==> src/rtl/ifc_pkg.sv <==
package ifc_pkg;
    typedef enum logic [1:0] {
        ST_IDLE = 2'd0,
        ST_WAIT = 2'd1,
        ST_GATE = 2'd2,
        ST_DONE = 2'd3
    } ifc_state_e;

    // gate length in milliseconds for each select code
    function automatic int gate_ms(input logic [1:0] code);
        case (code)
            2'd0:    return 4;
            2'd1:    return 8;
            2'd2:    return 32;
            default: return 64;
        endcase
    endfunction
endpackage

==> src/rtl/ifc_edge_det.sv <==
module ifc_edge_det (
    input  logic clk,
    input  logic rst_n,
    input  logic sig_in,
    output logic rise_o
);
    logic sig_d, sig_q;

    always_comb sig_d = sig_in;

    always_ff @(posedge clk or negedge rst_n) begin
        if (!rst_n) sig_q <= 1'b0;
        else        sig_q <= sig_d;
    end

    assign rise_o = sig_in & ~sig_q;
endmodule

==> src/rtl/ifc_sat_inc.sv <==
module ifc_sat_inc #(
    parameter int W = 20
) (
    input  logic [W-1:0] val_i,
    input  logic         inc_i,
    output logic [W-1:0] val_o
);
    localparam logic [W-1:0] ALL_ONES = '1;

    always_comb begin
        if (inc_i && (val_i != ALL_ONES)) val_o = val_i + W'(1);
        else                              val_o = val_i;
    end
endmodule

==> src/rtl/ifc_shift_out.sv <==
module ifc_shift_out #(
    parameter int W = 20
) (
    input  logic         clk,
    input  logic         rst_n,
    input  logic         load,
    input  logic         shift,
    input  logic [W-1:0] par_in,
    output logic         ser_o
);
    logic [W-1:0] sh_d, sh_q;

    always_comb begin
        sh_d = sh_q;
        if (load)       sh_d = par_in;
        else if (shift) sh_d = {sh_q[W-2:0], 1'b0};
    end

    always_ff @(posedge clk or negedge rst_n) begin
        if (!rst_n) sh_q <= '0;
        else        sh_q <= sh_d;
    end

    assign ser_o = sh_q[W-1];

    AST_MSB_AFTER_LOAD: assert property (@(posedge clk) disable iff (!rst_n)
        load |=> (ser_o == $past(par_in[W-1])));
endmodule

==> src/rtl/if_freq_counter.sv <==
module if_freq_counter #(
    parameter int COUNT_W     = 20,
    parameter int CLKS_PER_MS = 1000,
    parameter int WAIT_TICKS  = 4
) (
    input  logic               clk,
    input  logic               rst_n,
    input  logic               if_in,
    input  logic               en,
    input  logic [1:0]         gate_sel,
    input  logic               rd_load,
    input  logic               rd_shift,
    output logic [COUNT_W-1:0] result,
    output logic               busy,
    output logic               done
    ,output logic              rd_bit
);
    import ifc_pkg::*;

    localparam int MAX_SPAN = 64 * CLKS_PER_MS + WAIT_TICKS;
    localparam int TIMER_W  = $clog2(MAX_SPAN) + 1;
    localparam logic [TIMER_W-1:0] WAIT_LAST = TIMER_W'(WAIT_TICKS - 1);

    typedef struct packed {
        ifc_state_e          state;
        logic [TIMER_W-1:0]  timer;
        logic [COUNT_W-1:0]  count;
        logic [1:0]          gsel;
        logic                en_prev;
    } ctl_t;

    ctl_t ctl_d, ctl_q;
    logic               if_rise;
    logic [COUNT_W-1:0] count_inc;
    logic [TIMER_W-1:0] gate_last;

    ifc_edge_det u_edge (
        .clk    (clk),
        .rst_n  (rst_n),
        .sig_in (if_in),
        .rise_o (if_rise)
    );

    ifc_sat_inc #(.W(COUNT_W)) u_inc (
        .val_i (ctl_q.count),
        .inc_i (if_rise),
        .val_o (count_inc)
    );

    always_comb gate_last = TIMER_W'(gate_ms(ctl_q.gsel) * CLKS_PER_MS - 1);

    always_comb begin
        ctl_d         = ctl_q;
        ctl_d.en_prev = en;
        if (!en) begin
            ctl_d.state = ST_IDLE;
            ctl_d.timer = '0;
            ctl_d.count = '0;
        end else if (!ctl_q.en_prev) begin
            ctl_d.state = ST_WAIT;
            ctl_d.timer = '0;
            ctl_d.count = '0;
            ctl_d.gsel  = gate_sel;
        end else begin
            case (ctl_q.state)
                ST_WAIT: begin
                    if (ctl_q.timer == WAIT_LAST) begin
                        ctl_d.state = ST_GATE;
                        ctl_d.timer = '0;
                    end else begin
                        ctl_d.timer = ctl_q.timer + TIMER_W'(1);
                    end
                end
                ST_GATE: begin
                    ctl_d.count = count_inc;
                    if (ctl_q.timer == gate_last) begin
                        ctl_d.state = ST_DONE;
                        ctl_d.timer = '0;
                    end else begin
                        ctl_d.timer = ctl_q.timer + TIMER_W'(1);
                    end
                end
                default: ;
            endcase
        end
    end

    always_ff @(posedge clk or negedge rst_n) begin
        if (!rst_n) begin
            ctl_q.state   <= ST_IDLE;
            ctl_q.timer   <= '0;
            ctl_q.count   <= '0;
            ctl_q.gsel    <= 2'd0;
            ctl_q.en_prev <= 1'b0;
        end else begin
            ctl_q <= ctl_d;
        end
    end

    ifc_shift_out #(.W(COUNT_W)) u_ser (
        .clk    (clk),
        .rst_n  (rst_n),
        .load   (rd_load),
        .shift  (rd_shift),
        .par_in (ctl_q.count),
        .ser_o  (rd_bit)
    );

    assign result = ctl_q.count;
    assign busy   = (ctl_q.state == ST_WAIT) || (ctl_q.state == ST_GATE);
    assign done   = (ctl_q.state == ST_DONE);

    AST_CLEAR_OFF: assert property (@(posedge clk) disable iff (!rst_n)
        !en |=> (result == '0 && !busy && !done));
    AST_START: assert property (@(posedge clk) disable iff (!rst_n)
        $rose(en) |=> (busy && !done && result == '0));
    AST_WAIT_NOCOUNT: assert property (@(posedge clk) disable iff (!rst_n)
        (ctl_q.state == ST_WAIT) |-> (ctl_q.count == '0));
    AST_NO_WRAP: assert property (@(posedge clk) disable iff (!rst_n)
        (en && $past(en) && $past(rst_n)) |-> (result >= $past(result)));
    AST_DONE_EXCL: assert property (@(posedge clk) disable iff (!rst_n)
        !(busy && done));
    AST_DONE_HOLD: assert property (@(posedge clk) disable iff (!rst_n)
        (done && en) |=> (done && $stable(result)));
endmodule

==> config.mk <==
export PLATFORM = sky130hd
export DESIGN_NAME = if_freq_counter
export DESIGN_NICKNAME = d
export VERILOG_FILES = /design/src/rtl/ifc_pkg.sv /design/src/rtl/ifc_edge_det.sv /design/src/rtl/ifc_sat_inc.sv /design/src/rtl/ifc_shift_out.sv /design/src/rtl/if_freq_counter.sv
export SDC_FILE = /design/constraint.sdc
export NUM_CORES = 1
export LEC_CHECK = 0
export BUFFER_PORTS_ARGS = -buffer_cell sky130_fd_sc_hd__buf_2
export CORE_ASPECT_RATIO = 0.6
export CORE_MARGIN = 5
export CORE_UTILIZATION = 40
export DETAILED_ROUTE_END_ITERATION = 6
export PLACE_DENSITY_LB_ADDON = 0.2
export SETUP_SLACK_MARGIN = 0.15
export SYNTH_ARGS = -nofsm -noshare
export SYNTH_HDL_FRONTEND = slang
export SYNTH_SLANG_ARGS = --single-unit
==> constraint.sdc <==
create_clock -name clk -period 3.85 [get_ports clk]
set_input_delay 0 -clock clk [delete_from_list [all_inputs] [get_ports clk]]
set_output_delay 0 -clock clk [all_outputs]
set_load 0.03 [all_outputs]
# Yosys cells after proc, flatten, opt, wreduce, memory -nomap -nowiden
# Cells that the tools add are included.
# totals
word_cells	46
reg_bits	63
output_inout_bits	23
inputBits	8
# classes
n_mul	1
bitwise_logic	3
mux	12
n_reduce_logical	7
addsub	3
n_eq_ne	13
# ops
op	n
20-bit 2-to-1 mux	4
39-bit 2-to-1 mux	2
19-bit case mux with 2 select lines	1
17-bit 2-to-1 mux	2
7-bit case mux with 3 select lines	1
20-bit by 1-bit adder with 20-bit output, second input constant	1
20-bit != test, second input constant	1
17-bit by 1-bit adder with 17-bit output, second input constant	1
17-bit == test	1
17-bit by 2-bit == test with 1-bit output, second input constant	1
17-bit by 2-bit subtractor with 17-bit output, second input constant	1
7-bit by 7-bit multiplier with 14-bit output, second input constant	1
4-bit != test, second input constant	2
2-bit == test, second input constant	3
3-bit by 2-bit != test with 1-bit output, second input constant	2
2-bit by 1-bit == test with 1-bit output, second input constant	2
2-bit 2-to-1 mux	2
4-bit by 2-bit != test with 1-bit output, second input constant	1
2-bit AND reduction	2
3-bit AND reduction	1
2-bit logical NOT	1
1-bit NOT	2
2-bit nonzero test	1
1-bit AND	1
other kinds (2)	2

# Depth between registers and ports, before layout
# Gate-level depths: netlist of run 1.
# depth
word_depth	9
depth_mapped	16
mapped_depth_nobuf	15

# Cells and area by module
# From an unflattened synthesis of run 1, not the netlist that was laid out.
# unflattened
hier_cells	478
area_unflattened_um2	4429.2
# by_module_without_submodules
module	instances	area_per_inst_um2	cells_per_inst	seq_area_each_um2
if_freq_counter	1	2952.8	324	1051.0
ifc_shift_out	1	923.4	86	500.5
ifc_sat_inc	1	514.2	66	0.0
ifc_edge_det	1	38.8	2	25.0

# Least setup slack after synthesis of run 1
# Ideal clock, no wire load.
# synth_timing
path_kind	reg-to-reg
startpoint	register ctl_q[1] in the netlist's numbering
endpoint	register ctl_q[30] in the netlist's numbering
stages_incl_launch_ff	17
t_required_ns	3.768
synth_period_minus_slack_ns	3.831
setup_slack_ns	0.019
t_arrival_ns	3.749
setup_ns	0.082
n_path_buf	1
path_cell_list	dfrtp_1 -> inv_1 -> ha_1 -> or2_2 -> ha_1 -> inv_1 -> ha_1 -> ha_1 -> ha_1 -> or3_1 -> o221a_1 -> a211oi_2 -> xor2_2 -> a41oi_4 -> buf_6 -> nand3_1 -> a31oi_1
# synth_between
elab_chain_len	9
elab_cells_between_ends	11
cone_classes	add/sub (1); mul (1); eq/ne (3); mux (5); reduce/logical (1)
# synth_rtl
item	line	rtl
from (decl)	if_freq_counter.sv:32	ctl_t ctl_d, ctl_q;
from (signal assigned)	if_freq_counter.sv:96	ctl_q <= ctl_d;
2-bit == test, or another cell as far along	ifc_pkg.sv:11	case (code)
7-bit case mux with 3 select lines *	ifc_pkg.sv:11	
7-bit by 7-bit multiplier with 14-bit output *	if_freq_counter.sv:50	always_comb gate_last = TIMER_W'(gate_ms(ctl_q.gsel) * CLKS_PER_MS - 1);
17-bit by 2-bit subtractor with 17-bit output *	if_freq_counter.sv:50	
17-bit == test *	if_freq_counter.sv:76	if (ctl_q.timer == gate_last) begin
17-bit 2-to-1 mux *	if_freq_counter.sv:76	
19-bit case mux with 2 select lines *	if_freq_counter.sv:65	case (ctl_q.state)
39-bit 2-to-1 mux *	if_freq_counter.sv:59	end else if (!ctl_q.en_prev) begin
39-bit 2-to-1 mux *	if_freq_counter.sv:55	if (!en) begin
# Every way passes the cells marked *; elsewhere a longest branch is shown, timed or not.
# A chain may end at the register's enable or synchronous reset.

# Final worst setup path of run 1
# layout_timing
startpoint	register ctl_q[2] in the netlist's numbering
endpoint	register ctl_q[29] in the netlist's numbering
# Same word-level chain as after synthesis.

==> results.py, run 1 <==
metrics = {
    "global_route": {
        "grt-ovfl-total": 0,
        "grt_pass1_vias": 3125,
        "groute.usage.overall": 0.160,
        "grt_max_degree": 42,
        "grt_antenna_before_repair": 0,
        "grt_pass1_wl_mm": 15.9,
    },
    "finish": {
        "final_nets": 508,
        "multi_input_area_sq_um": 2350,
        "num_antenna_cells": 0,
        "nFillCells": 887,
        "layout_commonest_cell": "nand2_1",
        "seqCellArea_sq_um": 1580,
        "drive_gt1_frac": 0.233,
        "area_growth_pct": 22.6,
        "layout_common_cells": "64 x nand2_1, 61 x dfrtp_1, 33 x nor2_1",
    },
    "synth": {
        "syn_inst": 447,
        "avgSynthCellArea_sq_um": 8.99,
        "synth-main-ff-cell": "dfrtp_1",
        "synth_cell_type_count": 45,
        "netlist_area_sq_um": 4020,
        "synthArstFlopShare": 1.00,
        "yosys_warnings": 0,
        "syn_nets": 480,
        "ys_seq_elements": 63,
        "synth_enable_flop_cells": 0,
        "ys_seq_area_frac": 0.392,
    },
    "clocking": {
        "cts_tree": "built",
        "htreeDepth": 3,
        "cts-buffers-inserted": 9,
        "clock-root-buffer": "clkbuf_16",
        "clk_pin_slew_ns": 0.06,
        "clk_path_buf_depth": 2,
        "cts_sinks": 63,
        "clk_latency_ns": 0.33,
    },
    "route": {
        "firstDrtPassIters": 4,
        "top_layer_used": "met4",
        "ant_nets": 0,
        "drc": 0,
        "num_vias": 3229,
        "met3WireLength_microns": 496,
        "wl_met1_mm": 4.99,
        "post_drt_via_cell_ratio": 5.25,
        "wl_per_cell_microns": 15.6,
        "first_iter_violations": 149,
        "wl_met2_mm": 4.02,
        "drt_wl_total_mm": 9.60,
    },
    "timing": {
        "tightest_slew_ns": 0.965,
        "rsz0062_at_grt": "yes",
        "finalSetupViolations": 0,
        "period_share": 0.985,
        "hold_viol_final": 0,
        "max_freq_ghz": 0.264,
        "layout_min_cycle_time_ns": 3.79,
        "maxSlewViolCount": 0,
        "finalSetupTns_ns": 0,
        "skew_ns": 0.00645,
        "slew_headroom": 0.357,
    },
    "floorplan": {
        "die_area_sq_um": 12200,
        "ios": 31,
        "fp.coreArea_sq_um": 9840,
        "rows": 28,
        "initial_core_util": 0.408,
        "die_w_microns": 139,
        "die_y_microns": 87.6,
    },
    "critical_path": {
        "r2r_cells": 16,
        "r2r_setup_slack_ns": 0.06,
        "reg2reg_from": "ctl_q[2]",
        "path_max_fanout": 7,
        "worstPathRequired_ns": 4.03,
        "timing.rr.end": "ctl_q[29]",
        "critical_path_class": "flip-flop to flip-flop",
        "cp-start-kind": "flip-flop",
        "end_kind": "flip-flop",
        "critPathArrivalTime_ns": 3.98,
    },
    "power": {
        "swShare": 0.260,
        "seqPwrFrac": 0.360,
        "ir_drop_uv": 211,
        "p_sw_mw": 0.491,
        "p_int_mw": 1.40,
        "leakage_nw": 2.13,
        "cellPowerDensity_nw_per_um2": 383,
        "power.total_mw": 1.89,
        "p_comb_frac": 0.187,
        "p_clk_frac": 0.453,
    },
    "place": {
        "gp_congestion": 0.770,
        "dpl.hpwl_mm": 6.20,
        "portBuffers": 30,
    },
    "hold_path": {
        "hp-class": "input pin to flip-flop",
        "min_to": "u_ser.sh_q[9]",
        "worstHoldStart": "rd_load",
        "holdPathStages": 3,
    },
    "run": {
        "cap_violations": 0,
    },
    "run_status": {
        "status": "complete, no violations",
    },
}
==> timing repair <==
item,CTS,global route
hold buffers,5,0
setup endpoints to repair,18,18
pin swaps,20,13
gates resized for setup,14,20
hold endpoints to repair,45,0
setup buffers,11,4
cloned,2,1
==> cells in the mapped netlist, types with 7 or more instances <==
cell type	instances	share of area
dfrtp_1	63	0.39
xnor2_1	15	0.033
ha_1	25	0.078
nor2_1	33	0.031
a31oi_1	11	0.017
inv_1	12	0.011
mux2i_1	19	0.047
nand4_1	7	0.011
nor3_1	16	0.020
xor2_1	20	0.044
nand3_1	30	0.037
buf_4	20	0.037
nand2_1	66	0.062
clkbuf_1	15	0.014
o21ai_0	24	0.030
and3_1	8	0.012
a21oi_1	14	0.017
==> per-layer routing <==
layer / vias up / GRT usage
li1: 1583 / -
met3: 15 / 0.0404
met1: 1554 / 0.243
met5: - / 0
met2: 77 / 0.228
met4: 0 / 0.0400
==> through the flow <==
stage	hold slack [ns]	instance area (sq um)	util	instances	setup slack, ns
final	0.195	4930	0.500	615	0.0593
after global routing	0.232	4930	0.500	615	-0.0693
after CTS	0.193	4780	0.485	610	0.0743
after detailed placement	0.141	4200	0.427	576	-0.0176
after global placement	0.141	4200	0.427	576	0.129
after floorplan	-0.296	4080	-	447	0.152
==> worst max-delay path by stage <==
stage | from | endpoint | slack [ns]
3_3_place_gp | ctl_q[2] | ctl_q[29] | 0.13
4_1_cts | ctl_q[2] | ctl_q[32] | 0.07
2_1_floorplan | ctl_q[2] | ctl_q[30] | 0.15
5_1_grt | ctl_q[2] | ctl_q[31] | -0.07
6_report | ctl_q[2] | ctl_q[29] | 0.06
3_5_place_dp | ctl_q[2] | ctl_q[34] | -0.02
==> final cells by class <==
| cell class | count | share of cell area |
|---|---|---|
| clock buffers | 10 | 0.0465 |
| flip-flops and latches | 63 | 0.321 |
| multi-input cells | 330 | 0.476 |
| repair buffers | 59 | 0.0945 |
| clock inverters | 6 | 0.0173 |
| well taps | 135 | 0.0343 |
| inverters | 12 | 0.0107 |
==> power groups by stage <==
| stage | clock [mW] | sequential [mW] | combinational (mW) |
|---|---|---|---|
| after floorplan | 0 | 0.690 | 0.201 |
| after global placement | 0 | 0.690 | 0.268 |
| after detailed placement | 0 | 0.691 | 0.273 |
| after CTS | 0.869 | 0.679 | 0.324 |
| after global routing | 0.898 | 0.680 | 0.387 |
| final | 0.855 | 0.679 | 0.353 |
==> critical path, stage by stage, from the launching register on <==
cell	delay, ns
dfrtp_2	0.47
ha_4	0.18
or2_4	0.27
buf_6	0.13
xnor2_2	0.11
ha_1	0.28
ha_1	0.28
ha_2	0.18
or3_4	0.36
o221a_1	0.26
a211oi_2	0.29
xor2_2	0.24
a41oi_4	0.14
buf_6	0.17
buf_12	0.14
nand3b_1	0.07
a31oi_1	0.08
==> flip-flops by register name, summed over array words and instances (netlist names) <==
register      count
ctl_q            22
u_ser.sh_q       20
result           20
u_edge.sig_q      1
==> kinds of logic (layout without fill, tap and decap cells) <==
group | after synthesis | in the layout | share of synthesized area
flip-flops | 63 | 63 | 0.392
XOR/XNOR | 36 | 36 | 0.0803
buffers and inverters | 54 | 87 | 0.0741
multiplexers | 19 | 19 | 0.0473
adder cells (fa/ha/maj) | 25 | 25 | 0.0778
AND/OR/NAND/NOR | 191 | 191 | 0.234
AO/OA/AOI/OAI | 59 | 59 | 0.0943
Power figures use the tool's default switching activity.
==> inputs of run 2 (changes only) <==
==> constraint.sdc (replaced) <==
create_clock -name clk -period 3.85 [get_ports clk]
set_input_delay 0.385 -clock clk [delete_from_list [all_inputs] [get_ports clk]]
set_output_delay 0.385 -clock clk [all_outputs]
set_load 0.03 [all_outputs]
==> results.py, run 2 (synthesis gave the netlist of run 1 again) <==
metrics = {
    "timing": {
        "finalSetupViolations": 0,
        "skew_ns": 0.0121,
        "layout_min_cycle_time_ns": 3.81,
        "maxSlewViolCount": 0,
        "hold_viol_final": 0,
        "rsz0062_at_grt": "yes",
        "max_freq_ghz": 0.263,
        "tightest_slew_ns": 0.937,
        "holdWs_ns": 0.108,
        "finalSetupTns_ns": 0,
        "slew_headroom": 0.376,
        "period_share": 0.989,
    },
    "critical_path": {
        "worstPathRequired_ns": 4.10,
        "critical_path_class": "flip-flop to flip-flop",
        "critPathTopFamily": "adder cells",
        "worstPathCellList": "inv_4 -> ha_4 -> or2_4 -> ha_4 -> inv_2 -> ha_4 -> ha_4 -> ha_2 -> or3_4 -> o221a_1 -> a211oi_2 -> xor2_2 -> a41oi_4 -> buf_4 -> buf_16 -> o211ai_2 -> a21oi_2",
        "path_max_fanout": 6,
        "r2r_cells": 17,
        "critPathArrivalTime_ns": 4.06,
        "cp-start-kind": "flip-flop",
        "worst-path-buf-inv": 4,
        "cp.depth": 17,
        "max_stage_delay_ns": 0.43,
        "worst_path_max_delay_cell": "dfrtp_2",
        "end_kind": "flip-flop",
        "cp_common_cell": "ha_4",
    },
    "clocking": {
        "cts_tree": "built",
        "cts_sinks": 63,
        "clk_latency_ns": 0.33,
        "clock-root-buffer": "clkbuf_16",
        "htreeDepth": 3,
        "cts-buffers-inserted": 9,
        "clk_pin_slew_ns": 0.06,
        "clk_path_buf_depth": 2,
    },
    "route": {
        "post_drt_via_cell_ratio": 5.21,
        "wl_per_cell_microns": 15.5,
        "drc": 0,
        "first_iter_violations": 211,
        "drt_wl_total_mm": 9.58,
        "firstDrtPassIters": 4,
        "num_vias": 3212,
        "ant_nets": 0,
    },
    "floorplan": {
        "initial_core_util": 0.408,
        "rows": 28,
        "die_w_microns": 139,
        "die_y_microns": 87.6,
        "ios": 31,
        "die_area_sq_um": 12200,
        "fp.coreArea_sq_um": 9840,
    },
    "place": {
        "dp_cells": 577,
        "place_area_sq_um": 4210,
        "portBuffers": 30,
        "dpl.hpwl_mm": 6.43,
        "gp_congestion": 0.766,
    },
    "finish": {
        "layout_common_cells": "62 x nand2_1, 61 x dfrtp_1, 33 x nor2_1",
        "nFillCells": 920,
        "layout_commonest_cell": "nand2_1",
        "stdcell_count": 616,
        "area_growth_pct": 22.5,
        "largest_reg_flops": 22,
        "final_nets": 509,
        "regMostFlops": "ctl_q",
        "seqCellArea_sq_um": 1580,
        "multi_input_area_sq_um": 2350,
        "final_area_sq_um": 4920,
        "finish.utilization": 0.500,
        "drive_gt1_frac": 0.258,
        "num_antenna_cells": 0,
    },
    "hold_path": {
        "hp-class": "input pin to asynchronous set/reset pin",
    },
    "run": {
        "cap_violations": 0,
    },
    "power": {
        "leakage_nw": 2.13,
        "ir_drop_uv": 226,
        "cellPowerDensity_nw_per_um2": 380,
    },
    "global_route": {
        "groute.usage.overall": 0.167,
        "grt_max_degree": 41,
        "grt_pass1_vias": 3154,
        "grt-ovfl-total": 0,
        "grt_pass1_wl_mm": 16.3,
        "grt_antenna_before_repair": 0,
    },
    "run_status": {
        "status": "complete, no violations",
    },
}
## run 2: changes by cell type in the layout (fill, tap and decap cells not counted), sizes merged
cell	previous run	this run
buf	53	60
dlygate4sd3	5	0
clkbuf	11	9
inv	12	14
bufinv	2	1
## run 2: final cells by class
cell class	instances	share of cell area
sequential	63	0.321
clock inverter	7	0.0163
tap	135	0.0343
multi-input combinational	330	0.478
clock buffer	9	0.0458
inverter	12	0.0102
timing repair buffer	60	0.0948
## run 2: through the flow
| stage | total power, mW | setup WS (ns) |
|---|---|---|
| 4_1_cts | 1.86 | 0.123 |
| 6_report | 1.87 | 0.0407 |
| 2_1_floorplan | 0.892 | 0.152 |
| 5_1_grt | 1.96 | -0.126 |
| 3_3_place_gp | 0.959 | 0.131 |
| 3_5_place_dp | 0.970 | -0.0213 |
## run 2: report_power, final
part | switching (mW) | internal [mW] | total (mW)
clock | 0.322 | 0.507 | 0.830
combinational | 0.192 | 0.171 | 0.363
sequential | 0.0101 | 0.669 | 0.679
## run 2: worst paths after layout
check / start / to / slack (ns)
hold / removal: rst_n / u_ser.sh_q[18] / 0.11
setup / recovery: ctl_q[1] / ctl_q[35] / 0.04
max in group asynchronous: rst_n / u_ser.sh_q[2] / 2.95
hold reg to reg: ctl_q[0] / ctl_q[40] / 0.50
min in group clk: if_in / u_edge.sig_q / 0.19
setup reg to reg: ctl_q[1] / ctl_q[35] / 0.04
## run 2: routing by layer
layer | wire [microns] | up-vias | GRT usage | share of wire
met1 | 5200 | 1553 | 0.254 | 0.54
met5 | 0 | - | 0 | 0
met2 | 3900 | 60 | 0.237 | 0.41
li1 | - | 1588 | - | -
met4 | 96 | 0 | 0.0426 | 0.010
met3 | 373 | 11 | 0.0382 | 0.039
## run 2: timing repair
action,in CTS,in global routing
buffers inserted,16,4
endpoints found under the setup margin,18,18
hold buffers,0,0
pin swaps,5,13
cloned,3,0
gates resized for setup,26,11
## run 2: worst register-to-register path: stages (launching register included)
cell,delay (ns)
dfrtp_2,0.43
inv_4,0.07
ha_4,0.17
or2_4,0.25
ha_4,0.27
inv_2,0.04
ha_4,0.26
ha_4,0.19
ha_2,0.19
or3_4,0.37
o221a_1,0.26
a211oi_2,0.27
xor2_2,0.14
a41oi_4,0.28
buf_4,0.17
buf_16,0.12
o211ai_2,0.10
a21oi_2,0.15
